**src/rtl/ser_out_pkg.sv**
```systemverilog
package ser_out_pkg;

  typedef enum logic [2:0] {
    M_IDLE,
    M_ARMED,
    M_LEAD,
    M_SHIFT,
    M_TAIL
  } mst_state_t;

  // bits needed to hold values 0..max_val
  function automatic int unsigned cnt_width(input int unsigned max_val);
    return (max_val < 2) ? 1 : $clog2(max_val + 1);
  endfunction

  function automatic int unsigned max2(input int unsigned a, input int unsigned b);
    return (a > b) ? a : b;
  endfunction

endpackage

```
**src/rtl/ser_out_edge.sv**
```systemverilog
module ser_out_edge #(
  parameter int SYNC_STAGES = 2
) (
  input  logic clk,
  input  logic rst_n,
  input  logic din,
  output logic fall_evt
);
  // pipe[0..SYNC_STAGES-1] synchronise, pipe[SYNC_STAGES] keeps previous value
  logic [SYNC_STAGES:0] pipe;

  always_ff @(posedge clk or negedge rst_n) begin
    if (!rst_n) pipe <= '0;
    else        pipe <= {pipe[SYNC_STAGES-1:0], din};
  end

  assign fall_evt = pipe[SYNC_STAGES] & ~pipe[SYNC_STAGES-1];
endmodule

```
**src/rtl/ser_out_shreg.sv**
```systemverilog
module ser_out_shreg
  import ser_out_pkg::*;
#(
  parameter int WORD_W = 24
) (
  input  logic              clk,
  input  logic              rst_n,
  input  logic              load,
  input  logic [WORD_W-1:0] din,
  input  logic              adv,
  output logic              sdo,
  output logic              last_adv
);
  localparam int CW = cnt_width(WORD_W);
  localparam logic [CW-1:0] N_LAST = CW'(WORD_W - 1);
  localparam logic [CW-1:0] N_FULL = CW'(WORD_W);

  logic [WORD_W-1:0] sr;
  logic [CW-1:0]     n_adv;

  // the advance that moves the LSB out ends the word
  assign last_adv = adv && (n_adv == N_LAST);
  assign sdo      = sr[WORD_W-1];

  always_ff @(posedge clk or negedge rst_n) begin
    if (!rst_n) begin
      sr    <= '0;
      n_adv <= '0;
    end else if (load) begin
      sr    <= din;
      n_adv <= '0;
    end else if (adv) begin
      sr <= {sr[WORD_W-2:0], 1'b0};
      if (n_adv != N_FULL) n_adv <= n_adv + 1'b1;
    end
  end
endmodule

```
**src/rtl/ser_out_mseq.sv**
```systemverilog
module ser_out_mseq
  import ser_out_pkg::*;
#(
  parameter int LEAD_CYC = 8,
  parameter int TAIL_CYC = 8
) (
  input  logic clk,
  input  logic rst_n,
  input  logic en,
  input  logic load,
  input  logic cs_n,
  input  logic last_adv,
  output logic sclk,
  output logic fall_evt,
  output logic tail_done
);
  localparam int CW = cnt_width(max2(LEAD_CYC, TAIL_CYC));
  localparam logic [CW-1:0] LEAD_END = CW'(LEAD_CYC);
  localparam logic [CW-1:0] TAIL_END = CW'(TAIL_CYC);
  localparam logic [CW-1:0] ONE      = CW'(1);
  localparam logic [CW-1:0] TWO      = CW'(2);

  mst_state_t    st;
  logic [CW-1:0] cnt;

  assign fall_evt  = (st == M_SHIFT) && sclk;
  assign tail_done = (st == M_TAIL) && (cnt == TAIL_END);

  always_ff @(posedge clk or negedge rst_n) begin
    if (!rst_n) begin
      st   <= M_IDLE;
      cnt  <= '0;
      sclk <= 1'b0;
    end else begin
      case (st)
        M_IDLE: if (en && load) begin
          cnt <= ONE;
          st  <= cs_n ? M_ARMED : M_LEAD;
        end
        M_ARMED: if (!cs_n) begin
          cnt <= ONE;
          st  <= M_LEAD;
        end
        M_LEAD: if (cnt == LEAD_END) begin
          sclk <= 1'b1;
          st   <= M_SHIFT;
        end else begin
          cnt <= cnt + 1'b1;
        end
        M_SHIFT: if (sclk) begin
          sclk <= 1'b0;
          if (last_adv) begin
            st  <= M_TAIL;
            cnt <= TWO;
          end
        end else begin
          sclk <= 1'b1;
        end
        M_TAIL: if (tail_done) st <= M_IDLE;
                else           cnt <= cnt + 1'b1;
        default: st <= M_IDLE;
      endcase
    end
  end
endmodule

```
**src/rtl/ser_out_port.sv**
```systemverilog
module ser_out_port
  import ser_out_pkg::*;
#(
  parameter int WORD_W      = 24,
  parameter int LEAD_CYC    = 8,
  parameter int TAIL_CYC    = 8,
  parameter int SYNC_STAGES = 2
) (
  input  logic              clk,
  input  logic              rst_n,
  input  logic              slave_mode,
  input  logic [WORD_W-1:0] result_i,
  input  logic              result_vld_i,
  input  logic              cs_n_i,
  input  logic              sclk_i,
  output logic              rdy_o,
  output logic              sclk_o,
  output logic              sclk_oe_o,
  output logic              sdo_o,
  output logic              sdo_oe_o
);
  logic rdy_q;
  logic load_evt;
  logic host_fall;
  logic host_adv;
  logic mst_fall;
  logic shift_adv;
  logic last_adv;
  logic tail_done;
  logic xfer_done;
  logic mst_sclk;

  assign load_evt  = result_vld_i & rdy_q;
  assign host_adv  = slave_mode & host_fall & ~cs_n_i;
  assign shift_adv = slave_mode ? host_adv : mst_fall;
  assign xfer_done = slave_mode ? last_adv : tail_done;

  ser_out_edge #(.SYNC_STAGES(SYNC_STAGES)) u_edge (
    .clk      (clk),
    .rst_n    (rst_n),
    .din      (sclk_i),
    .fall_evt (host_fall)
  );

  ser_out_shreg #(.WORD_W(WORD_W)) u_shreg (
    .clk      (clk),
    .rst_n    (rst_n),
    .load     (load_evt),
    .din      (result_i),
    .adv      (shift_adv),
    .sdo      (sdo_o),
    .last_adv (last_adv)
  );

  ser_out_mseq #(.LEAD_CYC(LEAD_CYC), .TAIL_CYC(TAIL_CYC)) u_mseq (
    .clk       (clk),
    .rst_n     (rst_n),
    .en        (~slave_mode),
    .load      (load_evt),
    .cs_n      (cs_n_i),
    .last_adv  (last_adv),
    .sclk      (mst_sclk),
    .fall_evt  (mst_fall),
    .tail_done (tail_done)
  );

  always_ff @(posedge clk or negedge rst_n) begin
    if (!rst_n)         rdy_q <= 1'b1;
    else if (load_evt)  rdy_q <= 1'b0;
    else if (xfer_done) rdy_q <= 1'b1;
  end

  assign rdy_o     = rdy_q;
  assign sclk_o    = mst_sclk;
  assign sclk_oe_o = ~slave_mode & ~cs_n_i;
  assign sdo_oe_o  = ~cs_n_i;
endmodule

```
**config.mk**
```make
export PLATFORM = sky130hd
export DESIGN_NAME = ser_out_port
export DESIGN_NICKNAME = d
export VERILOG_FILES = /design/src/rtl/ser_out_pkg.sv /design/src/rtl/ser_out_edge.sv /design/src/rtl/ser_out_shreg.sv /design/src/rtl/ser_out_mseq.sv /design/src/rtl/ser_out_port.sv
export SDC_FILE = /design/constraint.sdc
export NUM_CORES = 1
export LEC_CHECK = 0
export ABC_AREA = 1
export BUFFER_PORTS_ARGS = -buffer_cell sky130_fd_sc_hd__buf_2
export CORE_MARGIN = 3
export CORE_UTILIZATION = 55
export DETAILED_ROUTE_END_ITERATION = 16
export PLACE_DENSITY = 0.88
export SYNTH_ARGS = -nofsm -noshare
export SYNTH_HDL_FRONTEND = slang
export SYNTH_SLANG_ARGS = --single-unit
```
**constraint.sdc**
```tcl
create_clock -name clk -period 1.8 [get_ports clk]
set_input_delay 0.36 -clock clk [delete_from_list [all_inputs] [get_ports clk]]
set_output_delay 0.36 -clock clk [all_outputs]
set_load 0.01 [all_outputs]
```
==> results of run 1 <==
## through the flow
step / util (%) / instances
2_1_floorplan: - / 262
3_3_place_gp: 65.9 / 338
3_5_place_dp: 65.9 / 338
4_1_cts: 68.2 / 346
5_1_grt: 68.2 / 346
6_report: 68.2 / 346
## metal layers
metal / GRT usage [%] / routed length [microns]
met1: 26.5 / 1980
met2: 32.6 / 1980
met3: 3.99 / 170
met4: 9.11 / 64
met5: 0 / 0
## cells by family after synthesis
| group | synth area share (%) |
|---|---|
| AND/OR/NAND/NOR | 38.2 |
| flip-flops | 49.5 |
| buffers and inverters | 5.36 |
| AO/OA/AOI/OAI | 2.89 |
| XOR/XNOR | 1.69 |
| adder cells (fa/ha/maj) | 2.41 |
## layout make-up
cell class | instances | area (sq um)
clock buffers | 6 | 72.6
clock inverters | 2 | 10.0
fillers | 299 | 1110
inverters | 17 | 63.8
multi-input cells | 194 | 938
flip-flops and latches | 41 | 1030
well taps | 46 | 57.6
repair buffers | 40 | 215
## synth_stat cells, drive strengths merged
| master | number |
|---|---|
| inv | 16 |
| or2 | 1 |
| nand3 | 60 |
| dfrtp | 40 |
| o21ai | 6 |
| a21oi | 3 |
| clkinv | 1 |
| buf | 6 |
| dfstp | 1 |
| clkbuf | 4 |
| ha | 4 |
| xor2 | 2 |
| nand2 | 85 |
| o22ai | 1 |
| xnor2 | 2 |
| a22o | 1 |
| nand4 | 10 |
| nor2 | 18 |
| nor3 | 1 |
## power breakdown
group	internal (mW)	switching, mW
clock	0.268	0.298
sequential	1.31	0.280
combinational	0.542	0.848
total	2.12	1.43
## flip-flops by register name, summed over array words and instances (netlist names)
register       cells
u_shreg.sr        24
u_shreg.n_adv      5
u_mseq.cnt         4
u_edge.pipe        3
u_mseq.st          3
rdy_o              1
u_mseq.sclk        1
## final timing paths
check,from,endpoint,slack (ns),cells after the start
setup / recovery,u_mseq.st[1],u_mseq.cnt[0],0.18,7
hold / removal,rst_n,u_shreg.sr[19],-0.007,1
setup reg to reg,u_mseq.st[1],u_mseq.cnt[0],0.18,7
hold reg to reg,u_edge.pipe[0],u_edge.pipe[1],0.36,0
max in group asynchronous,rst_n,u_shreg.n_adv[0],1.27,2
min in group clk,sclk_i,u_edge.pipe[0],0.17,1
==> metrics.csv, run 1 <==
metric,value,unit
final_common_cell,nand2_1,
root_buffer,clkbuf_8,
holdWs,-0.00664,ns
grt_max_degree,29,
cp.arrival,1.80,ns
syn_area,0.00208,sq mm
path_clk_slew,0.07,ns
die_width,67.5,microns
grt_pass1_wl,6930,microns
path_buf_inv,1,
placed_area,0.00230,sq mm
ir_worst_vdd,830,uV
cts_made_buffers,5,
critPathMaxFanout,5,
htreeDepth,2,
antenna_found_initial,0,
area_delta_synth_final,14.8,%
clock_latency,0.29,ns
worst-endpoint-required,1.98,ns
avgViaCountPerCell,5.38,
p_leak,1.24,nW
route.vias.total,1862,
grt_pass1_vias,1662,
postLayoutCellArea,0.00238,sq mm
fin_nets,333,
status,"complete, but fails checks",
path_cells,nor2_1 > nand2_1 > o21ai_0 > nor2_1 > buf_4 > nand4_1 > nand2_1,
yosysTopAreaCellShare,48.2,%
cts-resized-gates,0,
drtAntennaViolNets,0,
period_share,90.0,%
wl_per_cell,12.1,microns
maxCapViolations,0,
drcViolationCount,0,
synth_cell_types,26,
final_max_slew_viol_count,0,
drtPass1Iterations,5,
setup.worst_path.start_class,register,
synth.area.top_cells,"dfrtp_1 48%, nand2_1 15%, nand3_1 14%",
finalSetupTns,0,ns
ys_seq_area_share,49.5,%
drt_iter0_markers,151,
power,3.55,mW
routabilityCongestion,0.930,
grt_overflow,0,
port_buffers,34,
ys_warn_count,0,
rsz0062_at_grt,no,
critPathKind,reg -> reg,
cts_tree,built,
layout_common_cells,"81 x nand2_1, 58 x nand3_1, 40 x dfrtp_1",
totalWireLength,4190,microns
cts_setup_buffers,0,
fin_worst_skew,0.00432,ns
worst_pin_slew,0.413,ns
cts_hold_buf,0,
design.die.area,0.00455,sq mm
synth-seq-cells,41,
end_kind,register,
grt_util_all_layers,20.3,%
synthesis.nets,296,
violations,hold timing,
drive_above_1_share,19.3,%
relSlewSlack,72.4,%
synth_cells,262,
hp-class,in -> async,
cp_slowest_cell,dfrtp_1,
hpwl,3050,microns
io_pins,35,
synth_top_cell_by_area,dfrtp_1,
rows,21,
initial_utilization,59.4,%
post-place-ws,0.236,ns
core_area,0.00349,sq mm
setup_viol,0,
hold_viol_final,17,
path_delay_family,simple AND/OR/NAND/NOR gates,
min_period,1.62,ns
power_density,1490,mW/mm^2
max_freq,0.617,GHz
cp_slowest_stage_delay,0.44,ns
die-height,67.5,microns
clk_path_buf_depth,2,
diodes,0,
setup_slack,0.180,ns
syn_area_per_cell,7.93,sq um
cts_sinks,41,
(Power assumes the default switching activity.)
==> run 2, diff against run 1 <==
CORE_ASPECT_RATIO = 0.5   (was not set)
==> run 2 against run 1 <==
Net effect: the flow now finishes without violations; clock skew is 0.0020 ns higher; highest routed layer unchanged; utilization is 0.13 points higher; sequential power hardly changed; clock power is 36% higher; die area is 0.99% higher; power is 5.7% higher; critical endpoint unchanged; routed wire length is 7.1% higher; critical path depth is 3 higher; combinational power hardly changed; count of clock-buffer cells in the layout is 1 higher; global-route usage is 1.1 points higher; register-to-register slack hardly changed.
==> metrics.csv, run 2 (synthesis gave the netlist of run 1 again) <==
metric,value,unit,change
status,"complete, no violations",,
core_area,0.00353,sq mm,+0.97%
post-route-util,68.4,%,+0.13 points
reg2regPathDepth,10,,+3
grt_max_degree,42,,+45%
initial_utilization,58.9,%,-0.57 points
cts-resized-gates,0,,unchanged
cp_slowest_stage_delay,0.41,ns,-0.03 ns
r2r-end,u_mseq.cnt[0],,
setup_viol,0,,unchanged
regMostFlops,u_shreg.sr,,
die-height,49.5,microns,-27%
largest_reg_flops,24,,unchanged
fin_worst_skew,0.00629,ns,+0.00197 ns
maxCapViolations,0,,unchanged
fill_cells,310,,+3.7%
route.vias.total,1877,,+0.81%
io_pins,35,,unchanged
rsz0062_at_grt,no,,
reg_top3,"u_shreg.sr x24, u_shreg.n_adv x5, u_mseq.cnt x4",,
setup.worst_path.start_class,register,,
clk_path_buf_depth,2,,unchanged
path_clk_slew,0.08,ns,about the same
die_width,92.9,microns,+38%
fin_nets,331,,-0.60%
drt_iter0_markers,94,,-38%
wl_per_cell,12.9,microns,+6.1%
avgViaCountPerCell,5.38,,about the same
worst_pin_slew,0.507,ns,+0.0936 ns
hpwl,3110,microns,+1.9%
cts_made_buffers,5,,unchanged
rrSetupSlack,0.18,ns,about the same
rr_startpoint,u_mseq.cnt[0],,
cts_sinks,41,,unchanged
power_density,1550,mW/mm^2,+4.5%
multi_input_area,941,sq um,+0.27%
cp_slowest_cell,dfrtp_1,,
antenna_found_initial,0,,unchanged
postLayoutCellArea,0.00241,sq mm,+1.2%
end_kind,register,,
hold_viol_final,0,,-17
cts_hold_buf,0,,unchanged
port_buffers,34,,unchanged
final_common_cell,nand2_1,,
path_common_cell,nand2_1,,
drtPass1Iterations,5,,unchanged
placed_area,0.00229,sq mm,-0.38%
path_buf_inv,2,,+1
max_freq,0.615,GHz,-0.29%
register_area,0.00103,sq mm,unchanged
totalWireLength,4490,microns,+7.1%
drtAntennaViolNets,0,,unchanged
grt_pass1_vias,1768,,+6.4%
cp.arrival,1.81,ns,about the same
path_cells,inv_1 > ha_1 > nand3_1 > inv_1 > nand2_1 > nand2_1 > nor2_2 > nand3_2 > nand2_1 > nand2_1,,
area_delta_synth_final,16.1,%,
design.die.area,0.00459,sq mm,+0.99%
grt_overflow,0,,unchanged
diodes,0,,unchanged
rows,15,,-29%
cts_tree,built,,
drcViolationCount,0,,unchanged
critPathMaxFanout,5,,unchanged
root_buffer,clkbuf_8,,
final_max_slew_viol_count,0,,unchanged
min_period,1.62,ns,+0.00471 ns
relSlewSlack,66.2,%,-6.2 points
clock_latency,0.29,ns,about the same
worst-endpoint-required,1.98,ns,about the same
hp-class,in -> async,,
critPathKind,reg -> reg,,
period_share,90.3,%,+0.26 points
htreeDepth,2,,unchanged
routabilityCongestion,0.919,,-1.2%
layout_common_cells,"81 x nand2_1, 58 x nand3_1, 40 x dfrtp_1",,
drive_above_1_share,19.1,%,-0.21 points
grt_util_all_layers,21.3,%,+1.1 points
finalSetupTns,0,ns,unchanged
grt_pass1_wl,7760,microns,+12%
ir_worst_vdd,607,uV,-27%
cts_setup_buffers,0,,unchanged
path_delay_family,simple AND/OR/NAND/NOR gates,,
p_leak,1.24,nW,+0.35%
==> run 2: how the worst max path moves through the flow <==
stage / slack (ns) / cells after the start / to / startpoint
after floorplan: 0.34 / 10 / u_mseq.cnt[0] / u_mseq.cnt[0]
after global placement: 0.24 / 10 / u_mseq.cnt[0] / u_mseq.cnt[0]
after detailed placement: 0.12 / 10 / u_mseq.cnt[0] / u_mseq.cnt[0]
after CTS: 0.11 / 10 / u_mseq.cnt[0] / u_mseq.cnt[0]
after global routing: 0.004 / 6 / u_mseq.st[2] / u_mseq.st[1]
final: 0.18 / 10 / u_mseq.cnt[0] / u_mseq.cnt[0]
==> run 2: routing by layer <==
| layer | global-route usage [%] | vias to the layer above | wire length (microns) |
|---|---|---|---|
| met2 | 34.7 | 53 | 2180 |
| met4 | 5.11 | 0 | 36 |
| met1 | 28.4 | 889 | 2040 |
| met3 | 6.25 | 4 | 237 |
| li1 | - | 931 | - |
| met5 | 0 | - | 0 |
==> run 2: report_power, final <==
group / internal (mW) / total [mW] / leakage (nW) / switching [mW]
Combinational: 0.518 / 1.38 / 0.661 / 0.863
Clock: 0.452 / 0.770 / 0.0585 / 0.317
Sequential: 1.31 / 1.60 / 0.523 / 0.288
Total: 2.28 / 3.75 / 1.24 / 1.47
==> run 2: area by class of cell <==
| cell class | count | share of cell area, % |
|---|---|---|
| inverters | 17 | 2.65 |
| well taps | 51 | 2.65 |
| repair buffers | 38 | 8.30 |
| flip-flops and latches | 41 | 42.6 |
| multi-input cells | 194 | 39.0 |
| clock inverters | 1 | 1.24 |
| clock buffers | 7 | 3.58 |
==> run 2: worst reg2reg max path, stage by stage (launching register included) <==
cell and delay, ns:
dfrtp_1 0.41, inv_1 0.07, ha_1 0.19, nand3_1 0.12
inv_1 0.09, nand2_1 0.09, nand2_1 0.07, nor2_2 0.20
nand3_2 0.14, nand2_1 0.09, nand2_1 0.05
==> run 2: through the flow <==
stage	power (mW)	setup slack, ns	hold slack, ns	instances
CTS	3.74	0.106	0.135	349
detailed placement	2.97	0.118	0.350	341
global placement	2.88	0.237	0.348	341
finish	3.75	0.175	0.117	349
floorplan	2.61	0.336	0.0644	262
global route	4.06	0.00351	0.159	349
